$ cat src/rtl/fm_pkg.sv
package fm_pkg;
    typedef enum logic [1:0] {
        MODE_LOAD      = 2'b00,
        MODE_HOLD      = 2'b01,
        MODE_JUMP      = 2'b10,
        MODE_JUMP_NEXT = 2'b11
    } lmode_t;

    typedef enum logic [1:0] {
        PS_IDLE = 2'b00,
        PS_RUN  = 2'b01,
        PS_EOL  = 2'b10
    } pstate_t;
endpackage

$ cat src/rtl/fm_serial_addr.sv
module fm_serial_addr #(
    parameter int XW = 10,
    parameter int YW = 9
) (
    input  logic          clk,
    input  logic          rst,
    input  logic          shift_en,
    input  logic          x_bit,
    input  logic          y_bit,
    output logic [XW-1:0] x_val,
    output logic [YW-1:0] y_val
);
    always_ff @(posedge clk) begin
        if (rst) begin
            x_val <= '0;
            y_val <= '0;
        end else if (shift_en) begin
            x_val <= {x_val[XW-2:0], x_bit};
            y_val <= {y_val[YW-2:0], y_bit};
        end
    end
endmodule

$ cat src/rtl/fm_port_seq.sv
module fm_port_seq
    import fm_pkg::*;
#(
    parameter int COLS  = 24,
    parameter int LINES = 13,
    parameter int XW    = 10,
    parameter int YW    = 9
) (
    input  logic          clk,
    input  logic          rst,
    input  logic          sa_en,
    input  logic          sa_x,
    input  logic          sa_y,
    input  logic          lstart,
    input  logic [1:0]    mode,
    input  logic          step,
    output logic [XW-1:0] col,
    output logic [YW-1:0] line,
    output logic          acc
);
    localparam logic [XW-1:0] COL_LAST  = XW'(COLS - 1);
    localparam logic [YW-1:0] LINE_LAST = YW'(LINES - 1);

    logic [XW-1:0] x_sh, x_ld, x_init;
    logic [YW-1:0] y_sh, y_ld;
    pstate_t       state, nstate;

    fm_serial_addr #(.XW(XW), .YW(YW)) u_sa (
        .clk(clk), .rst(rst), .shift_en(sa_en),
        .x_bit(sa_x), .y_bit(sa_y), .x_val(x_sh), .y_val(y_sh)
    );

    assign x_ld = (x_sh > COL_LAST)  ? COL_LAST  : x_sh;
    assign y_ld = (y_sh > LINE_LAST) ? LINE_LAST : y_sh;

    // state register
    always_ff @(posedge clk) begin
        if (rst) state <= PS_IDLE;
        else     state <= nstate;
    end

    // transitions: OPEN, FINISH, STAY
    always_comb begin
        nstate = state;
        if (lstart) begin
            nstate = PS_RUN;
        end else begin
            unique case (state)
                PS_IDLE: nstate = PS_IDLE;
                PS_RUN:  if (step && col == COL_LAST) nstate = PS_EOL;
                PS_EOL:  nstate = PS_EOL;
                default: nstate = PS_IDLE;
            endcase
        end
    end

    // outputs
    always_comb begin
        acc = step && !lstart && (state == PS_RUN);
    end

    // address registers
    always_ff @(posedge clk) begin
        if (rst) begin
            col    <= '0;
            line   <= '0;
            x_init <= '0;
        end else if (lstart) begin
            unique case (lmode_t'(mode))
                MODE_LOAD: begin
                    col    <= x_ld;
                    line   <= y_ld;
                    x_init <= x_ld;
                end
                MODE_HOLD: col <= '0;
                MODE_JUMP: col <= x_init;
                MODE_JUMP_NEXT: begin
                    col  <= x_init;
                    line <= (line == LINE_LAST) ? '0 : line + YW'(1);
                end
            endcase
        end else if (acc && col != COL_LAST) begin
            col <= col + XW'(1);
        end
    end


    col_range_chk: assert property (@(posedge clk) disable iff (rst)
        col <= COL_LAST);

    line_range_chk: assert property (@(posedge clk) disable iff (rst)
        line <= LINE_LAST);

    hold_line_chk: assert property (@(posedge clk) disable iff (rst)
        (lstart && mode == 2'b01) |=> (col == '0 && $stable(line)));

    jump_col_chk: assert property (@(posedge clk) disable iff (rst)
        (lstart && mode[1]) |=> col == $past(x_init));

    next_line_chk: assert property (@(posedge clk) disable iff (rst)
        (lstart && mode == 2'b11) |=>
        line == (($past(line) == LINE_LAST) ? '0 : $past(line) + YW'(1)));

    eol_hold_chk: assert property (@(posedge clk) disable iff (rst)
        (state == PS_EOL && !lstart) |=> ($stable(col) && $stable(line)));

    start_wins_chk: assert property (@(posedge clk) disable iff (rst)
        (lstart && step) |-> !acc);
endmodule

$ cat src/rtl/fm_store.sv
module fm_store #(
    parameter int DW    = 8,
    parameter int COLS  = 24,
    parameter int LINES = 13,
    parameter int XW    = 10,
    parameter int YW    = 9,
    parameter int NR    = 2
) (
    input  logic                   clk,
    input  logic                   rst,
    input  logic                   w_acc,
    input  logic                   w_en,
    input  logic [XW-1:0]          w_col,
    input  logic [YW-1:0]          w_line,
    input  logic [DW-1:0]          w_data,
    input  logic [NR-1:0]          r_acc,
    input  logic [NR-1:0][XW-1:0]  r_col,
    input  logic [NR-1:0][YW-1:0]  r_line,
    output logic [NR-1:0][DW-1:0]  r_data
);
    localparam int DEPTH = COLS * LINES;
    localparam int AW    = $clog2(DEPTH);

    logic [DW-1:0] mem [DEPTH];

    function automatic logic [AW-1:0] word_idx(input logic [XW-1:0] c,
                                               input logic [YW-1:0] l);
        return AW'(int'(l) * COLS + int'(c));
    endfunction

    always_ff @(posedge clk) begin
        if (w_acc && w_en) mem[word_idx(w_col, w_line)] <= w_data;
    end

    for (genvar r = 0; r < NR; r++) begin : g_rd
        always_ff @(posedge clk) begin
            if (rst)           r_data[r] <= '0;
            else if (r_acc[r]) r_data[r] <= mem[word_idx(r_col[r], r_line[r])];
        end


        rdata_hold_chk: assert property (@(posedge clk) disable iff (rst)
            !r_acc[r] |=> $stable(r_data[r]));
    end
endmodule

$ cat src/rtl/fm_line_access.sv
module fm_line_access #(
    parameter int DW    = 8,
    parameter int COLS  = 24,
    parameter int LINES = 13,
    parameter int XW    = 10,
    parameter int YW    = 9
) (
    input  logic          clk,
    input  logic          rst,
    input  logic          wr_sa_en,
    input  logic          wr_sa_x,
    input  logic          wr_sa_y,
    input  logic          wr_lstart,
    input  logic [1:0]    wr_mode,
    input  logic          wr_step,
    input  logic [DW-1:0] wr_data,
    input  logic          wr_ie,
    input  logic          ra_sa_en,
    input  logic          ra_sa_x,
    input  logic          ra_sa_y,
    input  logic          ra_lstart,
    input  logic [1:0]    ra_mode,
    input  logic          ra_step,
    output logic [DW-1:0] ra_data,
    input  logic          rb_sa_en,
    input  logic          rb_sa_x,
    input  logic          rb_sa_y,
    input  logic          rb_lstart,
    input  logic [1:0]    rb_mode,
    input  logic          rb_step,
    output logic [DW-1:0] rb_data
);
    localparam int NP = 3;

    logic [NP-1:0]         p_sa_en, p_sa_x, p_sa_y, p_lstart, p_step, p_acc;
    logic [NP-1:0][1:0]    p_mode;
    logic [NP-1:0][XW-1:0] p_col;
    logic [NP-1:0][YW-1:0] p_line;
    logic [1:0][DW-1:0]    rd;

    assign p_sa_en  = {rb_sa_en,  ra_sa_en,  wr_sa_en};
    assign p_sa_x   = {rb_sa_x,   ra_sa_x,   wr_sa_x};
    assign p_sa_y   = {rb_sa_y,   ra_sa_y,   wr_sa_y};
    assign p_lstart = {rb_lstart, ra_lstart, wr_lstart};
    assign p_step   = {rb_step,   ra_step,   wr_step};
    assign p_mode   = {rb_mode,   ra_mode,   wr_mode};

    for (genvar p = 0; p < NP; p++) begin : g_port
        fm_port_seq #(.COLS(COLS), .LINES(LINES), .XW(XW), .YW(YW)) u_seq (
            .clk(clk), .rst(rst),
            .sa_en(p_sa_en[p]), .sa_x(p_sa_x[p]), .sa_y(p_sa_y[p]),
            .lstart(p_lstart[p]), .mode(p_mode[p]), .step(p_step[p]),
            .col(p_col[p]), .line(p_line[p]), .acc(p_acc[p])
        );
    end

    fm_store #(.DW(DW), .COLS(COLS), .LINES(LINES), .XW(XW), .YW(YW), .NR(2)) u_store (
        .clk(clk), .rst(rst),
        .w_acc(p_acc[0]), .w_en(wr_ie), .w_col(p_col[0]), .w_line(p_line[0]),
        .w_data(wr_data),
        .r_acc(p_acc[2:1]), .r_col(p_col[2:1]), .r_line(p_line[2:1]),
        .r_data(rd)
    );

    assign ra_data = rd[0];
    assign rb_data = rd[1];
endmodule

$ cat config.mk
export PLATFORM = sky130hd
export DESIGN_NAME = fm_line_access
export DESIGN_NICKNAME = d
export VERILOG_FILES = /design/src/rtl/fm_pkg.sv /design/src/rtl/fm_serial_addr.sv /design/src/rtl/fm_port_seq.sv /design/src/rtl/fm_store.sv /design/src/rtl/fm_line_access.sv
export SDC_FILE = /design/constraint.sdc
export NUM_CORES = 2
export LEC_CHECK = 0
export BUFFER_PORTS_ARGS = -buffer_cell sky130_fd_sc_hd__buf_2
export CAP_MARGIN = 40
export CORE_UTILIZATION = 45
export CTS_CLUSTER_SIZE = 20
export DETAILED_ROUTE_END_ITERATION = 10
export PLACE_DENSITY_LB_ADDON = 0.05
export SLEW_MARGIN = 30
export SYNTH_ARGS = -nofsm -noshare
export SYNTH_HDL_FRONTEND = slang
export SYNTH_SLANG_ARGS = --single-unit
$ cat constraint.sdc
create_clock -name clk -period 5.3 [get_ports clk]
set_input_delay 1.06 -clock clk [delete_from_list [all_inputs] [get_ports clk]]
set_output_delay 1.06 -clock clk [all_outputs]
set_load 0.01 [all_outputs]
==> flow_metrics.tcl <==
set metrics [dict create \
    cts_resized 0 \
    tightest_slew_ns 1.130 \
    cts_tree "done" \
    clkTransAtPathRegs_ns 0.07 \
    nets 7589 \
    drt-vias-per-instance 6.883 \
    final_max_slew_viol_count 0 \
    dieHeight_um 528.5 \
    grt_pass1_wl_um 653900 \
    yosys.area.top_type "edfxtp_1" \
    ir_drop_uv 293.5 \
    finalClockSkew_ns 0.05142 \
    gp_congestion 0.9917 \
    grt_pass1_vias 77360 \
    final_cell_mix "edfxtp_1, mux4_2, buf_4" \
    async_flop_share_pct 0 \
    p_leak_nw 44.93 \
    drcViolationCount 0 \
    rsz0062_at_grt "false" \
    seq_area_frac_synth_pct 62.74 \
    cp.required_ns 6.13 \
    rows 192 \
    grt_usage_pct 34.29 \
    antenna_left 0 \
    mostFrequentLayoutCell "edfxtp_1" \
    maxCapViolations 0 \
    cts_buffer_depth 4 \
    syn_inst 6948 \
    relSlewSlack_pct 23.69 \
    vias 78700 \
    wl_per_cell_um 41.99 \
    hold_buffers 0 \
    setup.worst_path.end_class "flop" \
    crit_type "flop to flop" \
    ys_types 80 \
    dr.pass1.iters 7 \
    drt_iter0_drc 11230 \
    dieArea_um2 279300 \
    worstPathArrival_ns 5.96 \
    synth_edf_count 2496 \
    path_max_fanout 15 \
    min_path_type "primary input to flop" \
    clk_latency_ns 0.94 \
    syn_avg_cell_area_um2 17.96 \
    status "finished clean" \
    startpoint_type "flop" \
    setup_viol 0 \
    core-area_um2 274600 \
    ys_dominant_reg_cell "edfxtp_1" \
    finalCritPeriodShare_pct 96.77 \
    clkSinkCount 2662 \
    ctsHtreeMaxLevel 5 \
    synth_warnings 0 \
    dp_hpwl_um 330400 \
    grt_start_max_net_pins 142 \
    syn_to_final_growth_pct 15.12 \
    routed_wl_um 480100 \
    total_power_mw 49.91 \
    ys_ff_latch 2662 \
    min_period_ns 5.129 \
    max_freq_mhz 195.0 \
    ios 48 \
    synth_area_leaders "edfxtp_1, mux4_2, dfxtp_1, a22oi_1, nor2_1" \
    hold_violations 0 \
    post-route-util_pct 52.30 \
    antenna_found_initial 38 \
    yosysTopAreaCellShare_pct 60.08 \
    overflow 0 \
    drive_gt1_share_pct 33.32 \
    cts_setup_buffers 0 \
    cellPowerDensity_nw_per_um2 347.5 \
    io_buffers 47 \
    clockRootBuffer "clkbuf_16" \
    syn-num-nets 7043 \
    die_w_um 528.5 \
    cts_buffers 299 \
    start_util_pct 45.43 \
    tns_ns 0 \
    netlist_area_um2 124800 \
]
## worst max-delay path, cell delays in order, from the launching register on
cell and delay [ns]:
dfxtp_1 0.49, inv_1 0.11, ha_1 0.35, inv_1 0.07, fa_4 1.08, buf_4 0.34, nand2b_1 0.51, buf_6 0.25
o32a_1 0.16, o221ai_1 0.10, a221oi_1 0.75, a211oi_1 0.30, nor4b_1 0.35, a31oi_1 0.11
## metrics by stage
step	std cells	hold slack, ns	cell area, um2	setup WS, ns
2_1_floorplan	6948	0.4296	124800	1.683
3_3_place_gp	10820	0.4454	133400	-0.2485
3_5_place_dp	10850	0.4471	133900	0.1698
4_1_cts	11390	0.3374	143400	0.1638
5_1_grt	11420	0.3738	143600	0.1793
6_report	11430	0.3972	143600	0.1713
## cell usage after synthesis (10+ instances only)
cell / number
mux2_2: 31
a211oi_1: 35
buf_4: 80
inv_1: 49
nor2b_1: 32
buf_6: 30
nand4_1: 40
mux4_2: 1248
edfxtp_1: 2496
a22oi_1: 348
nor4_1: 31
and2_1: 37
ha_1: 57
o211ai_1: 21
o31ai_1: 10
nor2_1: 557
a221oi_1: 33
o21ai_0: 57
a32oi_1: 10
xnor2_1: 25
nand2b_1: 13
clkbuf_1: 256
nand3b_1: 12
mux2i_1: 172
and3_1: 11
a31oi_1: 37
nand2_1: 215
buf_2: 131
o22ai_1: 55
nor3_1: 78
nand3_1: 97
a21oi_1: 190
buf_1: 46
xor2_1: 12
or3_1: 15
a22o_1: 44
a21o_1: 20
dfxtp_1: 166
## final cells by class
class | instances | area, um2
multi-input cells | 3687 | 43950
inverters | 52 | 196.4
clock buffers | 376 | 7844
clock inverters | 163 | 1593
flip-flops and latches | 2662 | 78300
well taps | 3686 | 4612
repair buffers | 792 | 7084
fillers | 22060 | 131000
diodes | 15 | 37.54
## final timing paths
kind	to	slack, ns	start	depth (start not counted)
max	u_store.r_data[10]	0.17	g_port[2].u_seq.line[0]	13
max reg2reg	u_store.r_data[10]	0.17	g_port[2].u_seq.line[0]	13
min reg2reg	g_port[2].u_seq.x_init[8]	0.46	g_port[2].u_seq.x_init[8]	1
min	g_port[0].u_seq.u_sa.x_val[0]	0.40	wr_sa_x	3
## flip-flops by register name, indices dropped and copies added, names as in the netlist
signal                   flops
g_port.u_seq.x_init         30
g_port.u_seq.u_sa.y_val     27
g_port.u_seq.u_sa.x_val     30
g_port.u_seq.state           6
g_port.u_seq.col            30
g_port.u_seq.line           27
u_store.r_data              16
u_store.mem               2496
## routing by layer
metal / routed length (um) / vias up / track usage (%) / part of all wire, %
li1: - / 30540 / - / -
met1: 183300 / 42210 / 46.00 / 38
met2: 216300 / 4964 / 51.36 / 45
met3: 51730 / 979 / 9.085 / 11
met4: 28660 / 14 / 18.00 / 6.0
met5: 81 / - / 0 / 0.017
## power by group
part           leakage, nW  switching [mW]  internal (mW)  total, mW
sequential            23.8          0.0808           23.0       23.1
combinational         16.6            4.17           2.12       6.28
clock                 4.59            8.87           11.7       20.6
## cell families (layout without fill, tap and decap cells)
group,Yosys count,in the layout,share of synthesized area (%)
flops,2662,2662,62.74
compound gates,955,955,5.352
xor+xnor,37,37,0.2598
other cells,0,15,0
simple gates,1172,1172,4.200
fa+ha+maj,63,63,0.6679
mux,1460,1460,24.38
buf+inv,599,1383,2.399
Note: power is estimated with default switching activity, not from simulation.
